[src/rtl/rcc_pkg.sv]
package rcc_pkg;
  localparam int unsigned NUM_TYPES = 5;
  localparam int unsigned TYPE_W    = $clog2(NUM_TYPES + 1);
  typedef logic [TYPE_W-1:0] rst_type_t;

  localparam int unsigned IO_ADDR_W = 16;
  localparam int unsigned IO_DATA_W = 8;
  localparam logic [IO_ADDR_W-1:0] CTRL_IO_ADDR = 16'h0CF9;

  // Control byte bit positions (behavioural: the type decode depends on them)
  localparam int unsigned CB_GLOBAL = 0;
  localparam int unsigned CB_HARD   = 1;
  localparam int unsigned CB_GO     = 2;
  localparam int unsigned CB_FULL   = 3;

  localparam int unsigned SLP_W = 3;
  localparam logic [SLP_W-1:0] SLP_S0 = 3'd0;
  localparam logic [SLP_W-1:0] SLP_S5 = 3'd5;
endpackage

[src/rtl/rcc_ctrl_reg.sv]
module rcc_ctrl_reg
  import rcc_pkg::*;
(
  input  logic                 clk,
  input  logic                 rst_n,
  input  logic                 wr_en,
  input  logic [IO_ADDR_W-1:0] addr,
  input  logic [IO_DATA_W-1:0] wdata,
  output logic                 go,
  output logic                 go_global,
  output logic                 go_full,
  output logic                 global_q,
  output logic                 full_q
);
  logic hit;
  assign hit       = wr_en && (addr == CTRL_IO_ADDR);
  assign go        = hit && (wdata[IO_DATA_W-1:CB_FULL+1] == '0)
                         && wdata[CB_GO] && wdata[CB_HARD];
  assign go_global = wdata[CB_GLOBAL];
  assign go_full   = wdata[CB_FULL];

  always_ff @(posedge clk) begin
    if (!rst_n) begin
      global_q <= 1'b0;
      full_q   <= 1'b0;
    end else if (hit) begin
      global_q <= wdata[CB_GLOBAL];
      full_q   <= wdata[CB_FULL];
    end
  end
endmodule

[src/rtl/rcc_hold_timer.sv]
module rcc_hold_timer #(
  parameter int unsigned HOLD_CYCLES = 400_000_000
) (
  input  logic clk,
  input  logic rst_n,
  input  logic level,
  output logic fire
);
  localparam int unsigned CW = $clog2(HOLD_CYCLES + 1);
  localparam logic [CW-1:0] LAST = CW'(HOLD_CYCLES - 1);
  localparam logic [CW-1:0] TOP  = CW'(HOLD_CYCLES);

  logic [CW-1:0] cnt;

  assign fire = level && (cnt == LAST);

  always_ff @(posedge clk) begin
    if (!rst_n || !level) cnt <= '0;
    else if (cnt != TOP)  cnt <= cnt + 1'b1;
  end
endmodule

[src/rtl/rcc_expiry_track.sv]
module rcc_expiry_track #(
  parameter int unsigned EXPIRIES = 2
) (
  input  logic clk,
  input  logic rst_n,
  input  logic expire,
  input  logic clr,
  output logic fire,
  output logic pending
);
  localparam int unsigned CW = (EXPIRIES > 2) ? $clog2(EXPIRIES) : 1;
  localparam logic [CW-1:0] LAST = CW'(EXPIRIES - 1);

  logic [CW-1:0] cnt;

  assign fire    = expire && (cnt == LAST);
  assign pending = (cnt != '0);

  always_ff @(posedge clk) begin
    if (!rst_n || clr)  cnt <= '0;
    else if (fire)      cnt <= '0;
    else if (expire)    cnt <= cnt + 1'b1;
  end
endmodule

[src/rtl/rcc_max_pick.sv]
module rcc_max_pick
  import rcc_pkg::*;
#(
  parameter int unsigned N = NUM_TYPES
) (
  input  logic [N-1:0] req,
  output logic         any,
  output rst_type_t    sel
);
  assign any = |req;

  always_comb begin
    sel = '0;
    for (int i = 0; i < N; i++) begin
      if (req[i]) sel = TYPE_W'(i + 1);
    end
  end
endmodule

[src/rtl/rst_cause_classifier.sv]
module rst_cause_classifier
  import rcc_pkg::*;
#(
  parameter int unsigned HOLD_CYCLES  = 400_000_000,
  parameter int unsigned WDT_EXPIRIES = 2
) (
  input  logic                 clk,
  input  logic                 rst_n,
  input  logic                 io_wr_en,
  input  logic [IO_ADDR_W-1:0] io_addr,
  input  logic [IO_DATA_W-1:0] io_wdata,
  input  logic                 rst_button,
  input  logic                 wdt_expire,
  input  logic                 core_pwr_good,
  input  logic [SLP_W-1:0]     sleep_state,
  input  logic                 thermal_trip,
  input  logic                 pwr_button,
  input  logic                 cpu_shutdown,
  input  logic                 host_rst_tmo,
  input  logic                 s5_entry_tmo,
  input  logic                 fw_wdt_tmo,
  output logic                 cause_valid,
  output rst_type_t            cause_type
);
  logic go, go_global, go_full, global_q, full_q;
  logic hold_fire, wdt_fire, wdt_pending;
  logic btn_prev, therm_prev, pg_prev;
  logic [SLP_W-1:0] slp_prev;
  logic btn_rise, therm_rise, pg_fall_s0, s5_enter;
  logic [NUM_TYPES-1:0] req_vec;
  logic any_req;
  rst_type_t pick;

  rcc_ctrl_reg u_ctrl (
    .clk(clk), .rst_n(rst_n), .wr_en(io_wr_en), .addr(io_addr), .wdata(io_wdata),
    .go(go), .go_global(go_global), .go_full(go_full),
    .global_q(global_q), .full_q(full_q)
  );

  rcc_hold_timer #(.HOLD_CYCLES(HOLD_CYCLES)) u_hold (
    .clk(clk), .rst_n(rst_n), .level(pwr_button), .fire(hold_fire)
  );

  rcc_expiry_track #(.EXPIRIES(WDT_EXPIRIES)) u_wdt (
    .clk(clk), .rst_n(rst_n), .expire(wdt_expire), .clr(cause_valid),
    .fire(wdt_fire), .pending(wdt_pending)
  );

  always_ff @(posedge clk) begin
    if (!rst_n) begin
      btn_prev   <= 1'b0;
      therm_prev <= 1'b0;
      pg_prev    <= 1'b0;
      slp_prev   <= SLP_S0;
    end else begin
      btn_prev   <= rst_button;
      therm_prev <= thermal_trip;
      pg_prev    <= core_pwr_good;
      slp_prev   <= sleep_state;
    end
  end

  assign btn_rise   = rst_button && !btn_prev;
  assign therm_rise = thermal_trip && !therm_prev;
  assign pg_fall_s0 = pg_prev && !core_pwr_good && (sleep_state == SLP_S0);
  assign s5_enter   = (sleep_state == SLP_S5) && (slp_prev != SLP_S5);

  // req_vec[k] requests reset type k+1
  assign req_vec[0] = (go && !go_global && !go_full)
                    | (btn_rise && !full_q)
                    | wdt_fire
                    | (cpu_shutdown && !global_q && !full_q);
  assign req_vec[1] = (go && !go_global && go_full)
                    | (btn_rise && full_q)
                    | (cpu_shutdown && !global_q && full_q);
  assign req_vec[2] = s5_enter;
  assign req_vec[3] = (go && go_global)
                    | (cpu_shutdown && global_q)
                    | pg_fall_s0
                    | host_rst_tmo;
  assign req_vec[4] = therm_rise | s5_entry_tmo | fw_wdt_tmo | hold_fire;

  rcc_max_pick #(.N(NUM_TYPES)) u_pick (
    .req(req_vec), .any(any_req), .sel(pick)
  );

  always_ff @(posedge clk) begin
    if (!rst_n) begin
      cause_valid <= 1'b0;
      cause_type  <= '0;
    end else begin
      cause_valid <= any_req;
      cause_type  <= any_req ? pick : '0;
    end
  end
endmodule

[config.mk]
export PLATFORM = sky130hd
export DESIGN_NAME = rst_cause_classifier
export DESIGN_NICKNAME = d
export VERILOG_FILES = /design/src/rtl/rcc_pkg.sv /design/src/rtl/rcc_ctrl_reg.sv /design/src/rtl/rcc_hold_timer.sv /design/src/rtl/rcc_expiry_track.sv /design/src/rtl/rcc_max_pick.sv /design/src/rtl/rst_cause_classifier.sv
export SDC_FILE = /design/constraint.sdc
export NUM_CORES = 1
export LEC_CHECK = 0
export ABC_AREA = 1
export BUFFER_PORTS_ARGS = -buffer_cell sky130_fd_sc_hd__buf_2
export CAP_MARGIN = 0
export CORE_MARGIN = 3
export CORE_UTILIZATION = 25
export DETAILED_ROUTE_END_ITERATION = 12
export HOLD_SLACK_MARGIN = 0.02
export SLEW_MARGIN = 25
export SYNTH_ARGS = -nofsm -noshare
export SYNTH_HDL_FRONTEND = slang
export SYNTH_HIERARCHICAL = 1
export SYNTH_SLANG_ARGS = --single-unit
[constraint.sdc]
create_clock -name clk -period 2.1 [get_ports clk]
set_input_delay 0.105 -clock clk [delete_from_list [all_inputs] [get_ports clk]]
set_output_delay 0.105 -clock clk [all_outputs]
set_load 0.005 [all_outputs]
# Yosys cells after proc, flatten, opt, wreduce, memory -nomap -nowiden
# Index checks and enable logic that the tools add are counted.
# W data, S select, Z words.
# totals
register_bits	42
word_cells	74
out_inout_bits	4
in_bits	39
# op_classes
reduce_logical	38
n_bitwise	13
n_mux	5
n_addsub	2
n_eq_ne	5
# op_table
operator	n
$add A29 B1 Y29 const B	1
$eq A29 B29 Y1 const B	1
$ne A29 B29 Y1 const B	1
$logic_and A1 B1 Y1	21
$eq A16 B12 Y1 const B	1
$or A1 B1 Y1	11
$logic_not A1 Y1	9
$mux W3	2
$reduce_or A5 Y1	1
$logic_not A4 Y1	1
$mux W2	2
$reduce_or A4 Y1	1
$eq A3 B3 Y1 const B	1
$logic_not A3 Y1	1
$ne A3 B3 Y1 const B	1
$logic_or A1 B1 Y1	2
$not A1 Y1	2
$reduce_and A2 Y1	1
$reduce_or A2 Y1	1
$add A1 B1 Y1 const B	1
$mux W1	1

# Logic depth before layout (Yosys ltp)
# logic_depth
word_depth	15
depth_mapped	16
ltp_nobuf	16

# Cells and area by module
# The synthesis kept the hierarchy.
# modules_own_cells
mod	area_per_inst_um2	seq_area_each_um2	n_inst	cells_each
rcc_hold_timer	1799.2	580.6	1	305
rst_cause_classifier	419.2	200.2	1	65
rcc_ctrl_reg	191.4	40.0	1	34
rcc_max_pick	53.8	0.0	1	13
rcc_expiry_track	43.8	20.0	1	7

# Least setup slack after synthesis
# OpenSTA, ideal clock, no wires.
# synth_timing
path_kind	reg2reg
start	reg u_hold.cnt[0]
end	reg cause_type[1]
setup_time_ns	0.064
arrival_time_ns	1.408
slack_ns	0.628
path_stages_with_launch	12
t_required_ns	2.036
path_cell_list	dfxtp_1 -> ha_1 -> nand2_2 -> nor2_4 -> nand2_1 -> nor2_1 -> nor3_1 -> o21ai_0 -> inv_2 -> nand4_1 -> nand2_2 -> nor2_1
# synth_between
elab_chain_cells	6
# synth_lines
item	line_no	text
start: declaration	rcc_hold_timer.sv:13	logic [CW-1:0] cnt;
start signal: assignment	rcc_hold_timer.sv:19	else if (cnt != TOP) cnt <= cnt + 1'b1;
$eq A29 B29 Y1	rcc_hold_timer.sv:15	assign fire = level && (cnt == LAST);
$logic_and A1 B1 Y1	rcc_hold_timer.sv:15	
net hold_fire	rst_cause_classifier.sv:26	logic hold_fire, wdt_fire, wdt_pending;
$or A1 B1 Y1	rst_cause_classifier.sv:81	assign req_vec[4] = therm_rise | s5_entry_tmo | fw_wdt_tmo | hold_fire;
net req_vec[4]	rst_cause_classifier.sv:30	logic [NUM_TYPES-1:0] req_vec;
$reduce_or A5 Y1	rcc_max_pick.sv:10	assign any = |req;
net any_req	rst_cause_classifier.sv:31	logic any_req;
$not A1 Y1 (no source line)	n/a	
$reduce_or A4 Y1 (no source line)	n/a	
end signal: assignment	rst_cause_classifier.sv:93	cause_type <= any_req ? pick : '0;
end: declaration	rst_cause_classifier.sv:23	output rst_type_t cause_type
# The timed path passes the listed nets, and every way through them passes these cells.
# A chain may end at the register's enable or synchronous reset.

# Final worst setup path
# layout_timing
start	reg u_hold.cnt[0]
end	reg cause_type[2]
# layout_between
elab_chain_cells	5
elab_cells_between_ends	6
classes_between	eq/ne (1); mux (1); bitwise (1); reduce/logical (3)
# layout_lines
item	line_no
$eq A29 B29 Y1	rcc_hold_timer.sv:15
$logic_and A1 B1 Y1	rcc_hold_timer.sv:15
net hold_fire	rst_cause_classifier.sv:26
$or A1 B1 Y1	rst_cause_classifier.sv:81
net req_vec[4]	rst_cause_classifier.sv:30
$reduce_or A5 Y1	rcc_max_pick.sv:10
net any_req	rst_cause_classifier.sv:31
$reduce_and A2 Y1 (no source line)	n/a
# The timed path passes the listed nets, and every way through them passes these cells.

==> results.md <==
* Layout Nets at 518
* Leak at 1.24 nW
* Post-Synthesis Cells at 424
* Routed WL per cell at 9.89 µm
* P_int at 1.12 mW
* Worst Path Max Fanout at 5
* Logic pwr share at 8.4%
* Longest Clk Path Bufs at 2
* Launch point of the worst path: u_hold/cnt[0]
* Crit path launch type: flop
* Synthesized area at 2510 µm²
* Crit Path Class: flop to flop
* Syn Nets at 465
* Net switching fraction of the power at 22.6%
* Syn-to-layout area delta at 20.1%
* Clock slew at reported path FFs at 80 ps
* EDFF count, synth at 0
* Drt first pass iters at 4
* Sequential share of the synthesized area at 33.5%
* Global-route usage over all layers at 11.2%
* CTS Buf Count at 5
* Final Setup Violations at 0
* Die height at 106 µm
* Htree depth at 2
* Setup bufs post-CTS at 0
* Clk sink count at 42
* Fraction of layout cells with a size suffix above 1 at 15.1%
* Total number of vias at 2545
* Root Buffer: clkbuf_8
* Clock share of power at 35.4%
* Final wirelength at 5.98 mm
* Worst hold stages at 3
* First-pass GRT wire length at 10.4 mm
* Remaining Overflow, GRT at 0
* Hold crit path type: input pin to flop
* Crit share post-route at 80.4%
* Post-DR vias/cell at 4.21
* Post-CTS sizing at 0
* CTS tree: done
* Max VDD drop at 232 µV
* Most used flip-flop cell after synthesis: dfxtp_1
* Max Slew Vio Count at 0
* R2R Path Start: u_hold/cnt[0]
* RSZ-0062 raised after global routing: false
* Clock Latency Late Sink at 290 ps
* Final HPWL DP at 4.85 mm
* CP arrival at 1910 ps
* Data required time of the worst path at 2320 ps
* Reg power frac at 56.2%
* Largest net degree at the start of global routing at 13
* Power per cell area at 482 nW/µm²
* Std cell rows at 35
* Core Region at 9500 µm²
* Top-Level Pins at 43
* Hold_sp: sleep_state[0]
* Final hold violations at 0
* # diodes at 0
* Clock Skew at 8.00 ps
* DRT antenna net count at 0
* Distinct cells, synth at 25
* Ys async rst share at 0%
* Max Cap Viol at 0
* PortBufs at 42
* Setup TNS at 0 ps
* Die W at 106 µm
* Status: complete, no violations
* Max Fclk at 592 MHz
* Worst reg-to-reg path cell count at 11
* Initial antenna violation count at 0
* NetSw at 0.328 mW
* Max-slew headroom at 81.5%
* Synth warn at 6
* Initial core utilization at 26.4%
* Tmin final at 1690 ps
* GP Congestion at 0.883
* Crit end category: flop
* DRC viols at 0
* Die area at 11300 µm²
* Vias in the first global route at 2383
* Power Total at 1.45 mW
* Worst Tran Pin Value at 276 ps
* Synthesized flop and latch total at 42
* DR iter-0 viols at 134
* Post-Syn Area per Cell at 5.91 µm²
Yosys cell counts, types with 2 or more instances:
cell / number / share of area (%)
nand4_1: 5 / 1.2
inv_2: 2 / 0.30
inv_1: 67 / 10
nand2_1: 118 / 18
o21ai_0: 12 / 2.4
nand3_2: 4 / 1.6
nor2_4: 2 / 0.90
nand2_2: 5 / 1.2
a21oi_1: 15 / 3.0
nand3_1: 22 / 4.4
nor2_1: 102 / 15
nor3_1: 6 / 1.2
nand3b_1: 2 / 0.60
buf_4: 2 / 0.60
nor2_2: 6 / 1.5
dfxtp_1: 42 / 34
ha_1: 2 / 1.0
xor2_1: 3 / 1.0
power by group through the flow:
stage	Sequential, mW	Combinational (mW)	Clock [mW]
6_report	0.815	0.121	0.514
5_1_grt	0.817	0.140	0.568
4_1_cts	0.815	0.123	0.532
3_5_place_dp	0.834	0.116	0
3_3_place_gp	0.833	0.113	0
2_1_floorplan	0.833	0.0577	0
critical path: stages (launching register included):
cell     delay (ps)
dfxtp_1         400
ha_1            220
nand2_2         100
nor2_4          170
nand2_1         100
nor2_1          110
nor3_1           50
o21ai_0          90
inv_2            90
nand4_1         120
nand2_2          80
nor2_1          100
layout make-up:
cell class	instances	area [µm²]
clock buffers	6	82.6
inverters	69	259
fillers	1074	6490
flip-flops and latches	42	841
multi-input cells	309	1380
repair buffers	50	283
well taps	129	161
per-layer routing:
metal  global-route usage [%]  routed length [µm]  up-vias
met5                        0                   0        -
met4                     3.05                  57        0
met3                     2.43                 338        6
met2                     19.1                2790       65
met1                     14.1                2790     1087
li1                         -                   -     1387
registers in the layout (all words and copies together) (netlist names):
name	count
u_hold/cnt	29
cause_type	3
slp_prev	3
btn_prev	1
cause_valid	1
pg_prev	1
therm_prev	1
u_ctrl/full_q	1
u_ctrl/global_q	1
u_wdt/pending	1
cell families after synthesis:
| kind of cell | synth area share [%] |
|---|---|
| fa+ha+maj | 0.998 |
| simple gates | 47.3 |
| compound gates | 5.89 |
| buf+inv | 11.3 |
| flops | 33.5 |
| xor+xnor | 1.05 |
per-stage QoR:
step / instances / cell area [µm²] / utilization (%) / hold slack, ps / setup WS [ps]
floorplan: 424 / 2510 / - / 198 / 628
global placement: 594 / 2880 / 30.3 / 300 / 490
detailed placement: 594 / 2880 / 30.3 / 303 / 408
CTS: 605 / 3010 / 31.7 / 31.7 / 384
global route: 605 / 3010 / 31.7 / 49.3 / 205
finish: 605 / 3010 / 31.7 / 39.6 / 412
repair_timing:
action,4_1_cts,5_1_grt
endpoints found under the hold margin,5,0
hold buffers,5,0
setup endpoints to repair,0,0
placed cells by master (no fill, tap or decap):
cell type / instances
nor2_2: 6
o21ai_1: 1
nand2_1: 118
nor2_4: 2
nand3_4: 1
nand2_2: 5
o21bai_1: 1
nand3_2: 4
nor3_1: 6
ha_1: 2
nor2_1: 102
a21oi_1: 15
xor2_1: 3
buf_2: 42
o21ai_0: 12
nor3b_1: 1
clkbuf_8: 6
buf_4: 3
nand3b_1: 2
dlygate4sd3_1: 5
inv_2: 2
inv_1: 67
dfxtp_1: 42
nor3_4: 1
nand3_1: 22
nand4_1: 5
worst paths after layout:
check,endpoint,slack [ps]
hold reg to reg,u_wdt/pending,480
hold / removal,slp_prev[0],40
setup reg to reg,cause_type[2],410
setup / recovery,cause_type[2],410
No activity file was read; power rests on OpenSTA's default activity.
